### src/rtl/sdr_mode_pkg.sv
package sdr_mode_pkg;

   localparam int MODE_W     = 15;
   localparam int BL_LSB     = 0;
   localparam int BT_BIT     = 3;
   localparam int CL_LSB     = 4;
   localparam int TEST_BIT   = 7;
   localparam int WM_BIT     = 8;
   localparam int RSV_LSB    = 9;
   localparam int MAX_BL_LOG = 3;   // longest burst is 8 beats
   localparam int MIN_CL     = 2;
   localparam int MAX_CL     = 3;

   typedef struct packed {
      logic [1:0] bl_log;      // log2 of burst length
      logic       interleave;
      logic       cas3;        // 1: latency 3, 0: latency 2
      logic       single_wr;
   } sdr_cfg_t;

   localparam sdr_cfg_t CFG_DEFAULT = '{bl_log: 2'd0, interleave: 1'b0,
                                        cas3: 1'b0, single_wr: 1'b0};

   function automatic logic mode_word_ok(input logic [MODE_W-1:0] w);
      logic [2:0] cl;
      cl = w[CL_LSB +: 3];
      return (w[MODE_W-1:RSV_LSB] == '0) && !w[TEST_BIT] && !w[BL_LSB+2] &&
             ((cl == 3'b010) || (cl == 3'b011));
   endfunction

   function automatic sdr_cfg_t mode_word_decode(input logic [MODE_W-1:0] w);
      sdr_cfg_t c;
      c.bl_log     = w[BL_LSB +: 2];
      c.interleave = w[BT_BIT];
      c.cas3       = w[CL_LSB];
      c.single_wr  = w[WM_BIT];
      return c;
   endfunction

endpackage

### src/rtl/sdr_mode_reg.sv
module sdr_mode_reg
   import sdr_mode_pkg::*;
(
   input  logic              clk,
   input  logic              rst_n,
   input  logic              load_mode,
   input  logic [MODE_W-1:0] mode_word,
   output sdr_cfg_t          cfg,
   output logic              unconfigured,
   output logic              cfg_error
);

   logic word_ok;
   assign word_ok = mode_word_ok(mode_word);

   always_ff @(posedge clk or negedge rst_n) begin
      if (!rst_n) begin
         cfg          <= CFG_DEFAULT;
         unconfigured <= 1'b1;
         cfg_error    <= 1'b0;
      end else begin
         cfg_error <= load_mode && !word_ok;
         if (load_mode && word_ok) begin
            cfg          <= mode_word_decode(mode_word);
            unconfigured <= 1'b0;
         end
      end
   end

endmodule

### src/rtl/sdr_burst_ctrl.sv
module sdr_burst_ctrl
   import sdr_mode_pkg::*;
#(
   parameter int COL_W = 10
) (
   input  logic             clk,
   input  logic             rst_n,
   input  logic             cmd_rd,
   input  logic             cmd_wr,
   input  logic             cmd_block,
   input  logic [COL_W-1:0] start_col,
   input  sdr_cfg_t         cfg,
   output logic [COL_W-1:0] col_out,
   output logic             col_valid,
   output logic             wr_en,
   output logic             read_beat
);

   localparam int LOW_W = MAX_BL_LOG;

   if (COL_W < LOW_W) begin : g_bad_width
      $error("sdr_burst_ctrl: COL_W must cover the burst span");
   end

   logic             active_q;
   logic             is_rd_q;
   logic             ilv_q;
   logic [1:0]       span_q;      // log2 of beats actually run
   logic [LOW_W-1:0] beat_q;
   logic [LOW_W-1:0] last_q;
   logic [COL_W-1:0] base_q;

   logic             go;
   logic [1:0]       span_new;
   logic [LOW_W-1:0] seq_low;
   logic [LOW_W-1:0] ilv_low;
   logic [LOW_W-1:0] pick_low;

   assign go       = (cmd_rd || cmd_wr) && !cmd_block;
   assign span_new = (!cmd_rd && cfg.single_wr) ? 2'd0 : cfg.bl_log;

   always_ff @(posedge clk or negedge rst_n) begin
      if (!rst_n) begin
         active_q <= 1'b0;
         is_rd_q  <= 1'b0;
         ilv_q    <= 1'b0;
         span_q   <= 2'd0;
         beat_q   <= '0;
         last_q   <= '0;
         base_q   <= '0;
      end else if (go) begin
         active_q <= 1'b1;
         is_rd_q  <= cmd_rd;
         ilv_q    <= cfg.interleave;
         span_q   <= span_new;
         beat_q   <= '0;
         last_q   <= LOW_W'((4'd1 << span_new) - 4'd1);
         base_q   <= start_col;
      end else if (active_q) begin
         if (beat_q == last_q) active_q <= 1'b0;
         else                  beat_q   <= beat_q + 1'b1;
      end
   end

   assign seq_low  = base_q[LOW_W-1:0] + beat_q;
   assign ilv_low  = base_q[LOW_W-1:0] ^ beat_q;
   assign pick_low = ilv_q ? ilv_low : seq_low;

   for (genvar i = 0; i < LOW_W; i++) begin : g_low
      assign col_out[i] = (span_q > 2'(i)) ? pick_low[i] : base_q[i];
   end

   if (COL_W > LOW_W) begin : g_high
      assign col_out[COL_W-1:LOW_W] = base_q[COL_W-1:LOW_W];
   end

   assign col_valid = active_q;
   assign wr_en     = active_q && !is_rd_q;
   assign read_beat = active_q && is_rd_q;

endmodule

### src/rtl/sdr_rdvalid_pipe.sv
module sdr_rdvalid_pipe
   import sdr_mode_pkg::*;
(
   input  logic clk,
   input  logic rst_n,
   input  logic beat_in,
   input  logic cas3,
   output logic rd_valid
);

   localparam int DEPTH = MAX_CL - 1;

   if (DEPTH < 2) begin : g_bad_depth
      $error("sdr_rdvalid_pipe: latency range needs at least two stages");
   end

   logic [DEPTH-1:0] stage_q;
   logic [1:0]       tap;

   always_ff @(posedge clk or negedge rst_n) begin
      if (!rst_n) stage_q <= '0;
      else        stage_q <= {stage_q[DEPTH-2:0], beat_in};
   end

   // latency L: beat issued one cycle after the command, so delay L-1
   assign tap      = cas3 ? 2'(MAX_CL - MIN_CL) : 2'd0;
   assign rd_valid = stage_q[tap];

endmodule

### src/rtl/sdr_mode_sequencer.sv
module sdr_mode_sequencer
   import sdr_mode_pkg::*;
#(
   parameter int COL_W = 10
) (
   input  logic             clk,
   input  logic             rst_n,
   input  logic             load_mode,
   input  logic [14:0]      mode_word,
   input  logic             cmd_rd,
   input  logic             cmd_wr,
   input  logic [COL_W-1:0] start_col,
   output logic [COL_W-1:0] col_out,
   output logic             col_valid,
   output logic             wr_en,
   output logic             rd_valid,
   output logic [3:0]       cfg_beats,
   output logic             cfg_interleave,
   output logic [1:0]       cfg_cas,
   output logic             cfg_single_write,
   output logic             unconfigured,
   output logic             cfg_error
);

   sdr_cfg_t cfg;
   logic     read_beat;

   sdr_mode_reg u_reg (
      .clk          (clk),
      .rst_n        (rst_n),
      .load_mode    (load_mode),
      .mode_word    (mode_word),
      .cfg          (cfg),
      .unconfigured (unconfigured),
      .cfg_error    (cfg_error)
   );

   sdr_burst_ctrl #(.COL_W(COL_W)) u_burst (
      .clk       (clk),
      .rst_n     (rst_n),
      .cmd_rd    (cmd_rd),
      .cmd_wr    (cmd_wr),
      .cmd_block (load_mode),
      .start_col (start_col),
      .cfg       (cfg),
      .col_out   (col_out),
      .col_valid (col_valid),
      .wr_en     (wr_en),
      .read_beat (read_beat)
   );

   sdr_rdvalid_pipe u_rdv (
      .clk      (clk),
      .rst_n    (rst_n),
      .beat_in  (read_beat),
      .cas3     (cfg.cas3),
      .rd_valid (rd_valid)
   );

   assign cfg_beats        = 4'd1 << cfg.bl_log;
   assign cfg_interleave   = cfg.interleave;
   assign cfg_cas          = cfg.cas3 ? 2'd3 : 2'd2;
   assign cfg_single_write = cfg.single_wr;

endmodule

### config.mk
export PLATFORM = sky130hd
export DESIGN_NAME = sdr_mode_sequencer
export DESIGN_NICKNAME = d
export VERILOG_FILES = /design/src/rtl/sdr_mode_pkg.sv /design/src/rtl/sdr_mode_reg.sv /design/src/rtl/sdr_burst_ctrl.sv /design/src/rtl/sdr_rdvalid_pipe.sv /design/src/rtl/sdr_mode_sequencer.sv
export SDC_FILE = /design/constraint.sdc
export NUM_CORES = 1
export LEC_CHECK = 0
export CELL_PAD_IN_SITES_DETAIL_PLACEMENT = 1
export CELL_PAD_IN_SITES_GLOBAL_PLACEMENT = 1
export CORE_ASPECT_RATIO = 1.75
export CORE_MARGIN = 2
export CORE_UTILIZATION = 30
export DETAILED_ROUTE_END_ITERATION = 6
export PLACE_DENSITY = 0.79
export SLEW_MARGIN = 20
export SYNTH_ARGS = -nofsm -noshare
export SYNTH_HDL_FRONTEND = slang
export SYNTH_SLANG_ARGS = --single-unit
### constraint.sdc
create_clock -name clk -period 1.77 [get_ports clk]
set_clock_uncertainty 0.1 [all_clocks]
set_input_delay 0.2655 -clock clk [delete_from_list [all_inputs] [get_ports clk]]
set_output_delay 0.2655 -clock clk [all_outputs]
set_load 0.01 [all_outputs]
==> Yosys cells after proc, flatten, opt, wreduce, memory -nomap -nowiden <==
Cells that the tools add are included.
{ "totals": {"word_cells": 63, "ram_bits": 0, "mem_bits_ro": 0, "memories": 0, "latchBits": 0, "regBits": 30} }
{ "classes": {"mux": 15, "n_mul": 0, "eq_ne": 4, "div_mod_pow": 0, "shift": 2, "bitwise_logic": 1, "n_lt_le_gt_ge": 4, "addsub": 3, "reduce_logical": 20} }
{ "op_table": {"columns": ["cell", "count"], "rows": [
  ["2-to-1 mux 3 bit", 4],
  ["2-to-1 mux 1 bit", 10],
  ["logical AND 1 bit", 9],
  ["== test 3 x 2 -> 1 bit (second input constant)", 2],
  ["zero test 1 bit", 6],
  ["zero test 6 bit", 1],
  ["greater-than comparator 2 x 1 -> 1 bit (second input constant)", 2],
  ["left shift 1 x 2 -> 4 bit (first input constant)", 1],
  ["adder 3 x 1 -> 3 bit (second input constant)", 1],
  ["adder 3 bit", 1],
  ["== test 3 bit", 1],
  ["left shift 1 x 2 -> 3 bit (first input constant)", 1],
  ["subtractor 3 x 1 -> 3 bit (second input constant)", 1],
  ["XOR 3 bit", 1],
  ["greater-than comparator 2 bit (second input constant)", 1],
  ["logical OR 1 bit", 2],
  ["< comparator 2 bit (second input constant)", 1],
  ["2-to-1 mux 2 bit", 1],
  ["!= test 2 x 1 -> 1 bit (second input constant)", 1],
  ["AND reduction 2 bit", 1],
  ["nonzero test 2 bit", 1]
]} }

==> Longest topological paths before layout <==
{ "depth": {"depth_word": 6, "mapped_depth": 6, "ltp_nobuf": 6} }

==> By module <==
From an unflattened synthesis, not the netlist that was laid out.
{ "unflattened": {"hier_cells": 124, "area_unflattened_um2": 1480.2} }
{ "modules_own_cells": {"columns": ["mod", "instances", "cells_each", "seq_area_each_um2", "area_each_um2"], "rows": [
  ["sdr_burst_ctrl", 1, 96, 500.5, 1057.3],
  ["sdr_mode_reg", 1, 19, 176.4, 320.3],
  ["sdr_rdvalid_pipe", 1, 3, 50.0, 65.1],
  ["sdr_mode_sequencer", 1, 6, 0.0, 37.5]
]} }

==> Worst setup path before layout <==
No wires, ideal clock.
{ "synth_path": {"path_kind": "reg-to-output", "start": "register u_burst.beat_q[0]", "end": "output col_out[2]", "path_slack_ns": -0.238, "t_required_ns": 1.405, "path_buffers": 0, "path_stages_with_launch": 7, "arrival_time_ns": 1.642, "cell_sequence": "dfrtp_1 ha_1 inv_1 fa_1 or3_1 a21oi_1 xor2_1"} }
{ "synth_between": {"elab_chain_cells": 3} }
{ "synth_lines": {"columns": ["element", "line", "rtl"], "rows": [
  ["from (decl)", "sdr_burst_ctrl.sv:29", "logic [LOW_W-1:0] beat_q;"],
  ["from (signal assigned)", "sdr_burst_ctrl.sv:61", "else beat_q <= beat_q + 1'b1;"],
  ["adder 3 bit", "sdr_burst_ctrl.sv:65", "assign seq_low = base_q[LOW_W-1:0] + beat_q;"],
  ["2-to-1 mux 3 bit", "sdr_burst_ctrl.sv:67", "assign pick_low = ilv_q ? ilv_low : seq_low;"],
  ["2-to-1 mux 1 bit", "sdr_burst_ctrl.sv:70", "assign col_out[i] = (span_q > 2'(i)) ? pick_low[i] : base_q[i];"],
  ["to (decl)", "sdr_mode_sequencer.sv:13", "output logic [COL_W-1:0] col_out,"]
]} }
Every way passes these cells.

==> Worst setup path in the final report <==
Ends and elaborated chain as after synthesis.

==> out/summary.txt <==
Buffers on Ports: 51
Hold WC Path Type: in2async
Vias after detailed routing: 1113
Final setup viols: 2
RSZ-0062 raised after global routing: yes
Fmax: 428 MHz
Critical Path End Type: primary output
Total Power: 1.63 mW
Clock Path Buffers: 2
CP max FO: 2
Finished Layout Cells: 237
Pwr/cell area: 745 nW/µm²
First-pass DRT Iterations: 2
Crit path arrival time: 1.97 ns
Top FF cell, synth: dfrtp_1
DR WL met3: 142 µm
Final WS setup: -0.564 ns
DR iter-0 viols: 3
Placed cell area: 2060 µm²
R2r setup slk: 0.17 ns
Pre-CTS setup slack: -0.774 ns
Total leakage power: 0.953 nW
Final ANT Viol Nets: 0
Total Routing Usage GR: 13.5%
VDD IR max: 0.000542 V
Status: finished with violations
GPL Wtd Cong: 0.788
Synth area leader: dfrtp_1
Ranking of synthesized cells by area: dfrtp_1 (48%), mux2_2 (14%), buf_4 (5.1%), nor4_4 (2.9%), nand2_1 (2.8%)
Multi-input logic area: 672 µm²
WL met2: 2.09 mm
Slew Viols, Final: 0
Fin crit period: 2.33 ns
Count of nets after finishing: 218
Via/cell ratio: 4.70
Max incr delay on CP: 0.37 ns
Synthesized netlist cell count: 124
Cell variety after synth: 31
Finished Cell Area: 2190 µm²
Hpwl dp: 2.74 mm
Antenna violations before repair: 0
Routed len/inst: 14.5 µm
R2r endpoint: u_burst.beat_q[1]$_DFFE_PN0P_
Sequential element share of the synthesized area: 49.4%
Pin count of the biggest net entering global routing: 30
Post-Syn Area per Cell: 11.9 µm²
Post-Syn Nets: 158
Crit Path Class: reg2out
Cells along the critical path: ha_2 > inv_2 > fa_2 > or3_4 > a21oi_4 > xor2_1 > buf_2
Register area: 729 µm²
FP Rows: 33
Clk_lat worst skew: 0.27 ns
Final-layout fill cell count: 526
Share of cells above drive strength 1: 31.4%
Slowest-stage cell, CP: dfrtp_1
Die H: 96.6 µm
Vias in the first global route: 1223
Failing checks: setup timing
Worst Reg-to-Reg Cells: 5
Yosys warning count: 0
Drt total wl: 3.43 mm
Setup crit start kind: flip-flop
Top Metal Used: met4
Root Driver: clkbuf_8
Number of max-cap violations: 0
H-tree level count: 2
Final worst path period share: 132%
Clock sink count: 29
Initial core utilization: 31.3%
IO Pins: 53
Die X: 56.9 µm
EDFF count, synth: 0
WP data required: 1.40 ns
Final Hold Viols: 0
Core ar.: 4710 µm²
FF-to-FF Start: u_burst.beat_q[0]$_DFFE_PN0P_
Dpl cells: 226
Seq cells post-synth: 29
Post-route DRC: 0
Grt ovf: 0
Ant. Diodes: 0
Reg clk slew, reported paths: 0.06 ns
Die footprint: 5500 µm²
Post-synthesis async set-or-reset flop share: 100%
First-pass GRT wire length: 5.67 mm
CTS hold repair buffers: 0
Inserted Clock Buffers: 5
Cell area after synthesis: 1470 µm²
Post-synth top area share: 47.6%
Metal1 wirelength: 1.10 mm
Area grow syn2layout: 48.8%
CTS tree: yes
WHS: 0.279 ns
==> Yosys cell counts (all sizes together) (4+ instances only) <==
cell / instances
nand2: 11
buf: 12
inv: 6
nor2: 4
o21ai: 8
dfrtp: 28
mux2: 19
==> cell families after synthesis <==
group / after synthesis / share of synthesized area [%]
flip-flops: 29 / 49.4
AND/OR/NAND/NOR: 29 / 13.0
multiplexers: 22 / 16.6
buffers and inverters: 18 / 7.31
AO/OA/AOI/OAI: 17 / 7.14
adder cells (fa/ha/maj): 4 / 3.91
XOR/XNOR: 4 / 2.38
other: 1 / 0.255
==> placed cells by master (no fill, tap or decap), types with 2 or more instances in the layout <==
| master | count |
|---|---|
| buf_4 | 13 |
| nor2_1 | 3 |
| clkdlybuf4s50_1 | 43 |
| nand2_1 | 11 |
| mux2_2 | 18 |
| clkbuf_1 | 2 |
| dlygate4sd2_1 | 4 |
| nor2b_1 | 2 |
| ha_1 | 2 |
| nor4_4 | 2 |
| inv_1 | 5 |
| dfrtp_2 | 2 |
| and2_1 | 2 |
| nand2b_1 | 3 |
| dfrtp_1 | 26 |
| a31oi_1 | 3 |
| clkbuf_8 | 6 |
| buf_2 | 3 |
| mux2i_1 | 3 |
| o21ai_0 | 8 |
| xnor2_1 | 2 |
==> flip-flops by register name (all words and copies together) (netlist names) <==
register            flops
u_burst.base_q         10
u_reg.cfg               5
u_burst.beat_q          3
u_burst.last_q          2
u_burst.span_q          2
u_rdv.stage_q           2
u_burst.col_valid       1
u_burst.ilv_q           1
u_burst.is_rd_q         1
u_reg.cfg_error         1
u_reg.unconfigured      1
==> worst max-delay path, delay by kind of cell, from the launching register on <==
family | cells | cell delay, ns
AOI/OAI and AO/OA | 1 | 0.13
xor gates and xnor gates | 1 | 0.14
buffers and inverters | 2 | 0.18
DFF | 1 | 0.37
and+or+nand+nor | 1 | 0.35
adders and majority gates | 2 | 0.53
==> per-stage QoR <==
stage / utilization [%] / TNS (ns)
floorplan: - / -0.230
global placement: 43.8 / -1.30
detailed placement: 43.8 / -1.82
CTS: 46.0 / -1.02
global route: 46.5 / -1.15
finish: 46.5 / -0.940
==> layout make-up <==
type	instances	area share [%]
sequential	29	33.3
timing repair buffer	65	27.9
multi-input combinational	77	30.7
tap	52	2.97
clock buffer	8	4.11
inverter	6	1.03
==> power breakdown <==
group          switching [mW]  internal (mW)
Clock                   0.228          0.316
Sequential             0.0275          0.711
Combinational           0.138          0.209
==> worst max path at each step <==
stage	startpoint	endpoint	slack (ns)	cells after the start
detailed placement	u_burst.beat_q[0]$_DFFE_PN0P_	col_out[2]	-0.77	7
finish	u_burst.beat_q[0]$_DFFE_PN0P_	col_out[2]	-0.56	7
floorplan	u_burst.beat_q[0]$_DFFE_PN0P_	col_out[2]	-0.23	6
CTS	u_burst.beat_q[0]$_DFFE_PN0P_	col_out[2]	-0.60	7
global placement	u_burst.base_q[0]$_DFFE_PN0P_	col_out[2]	-0.64	7
global route	u_burst.base_q[0]$_DFFE_PN0P_	col_out[2]	-0.66	7
==> repair_timing <==
| item | in CTS | in global routing |
|---|---|---|
| setup buffers | 3 | 0 |
| hold endpoints to repair | 0 | 0 |
| endpoints found under the setup margin | 9 | 4 |
| resized for setup | 22 | 5 |
| pin swaps | 4 | 3 |
==> routing by layer <==
metal  GRT usage [%]  vias up
met5               0        -
met4            7.51        0
met3            2.54        6
met2            25.6       31
met1            12.8      543
li1                -      533
Power figures use the tool's default switching activity.
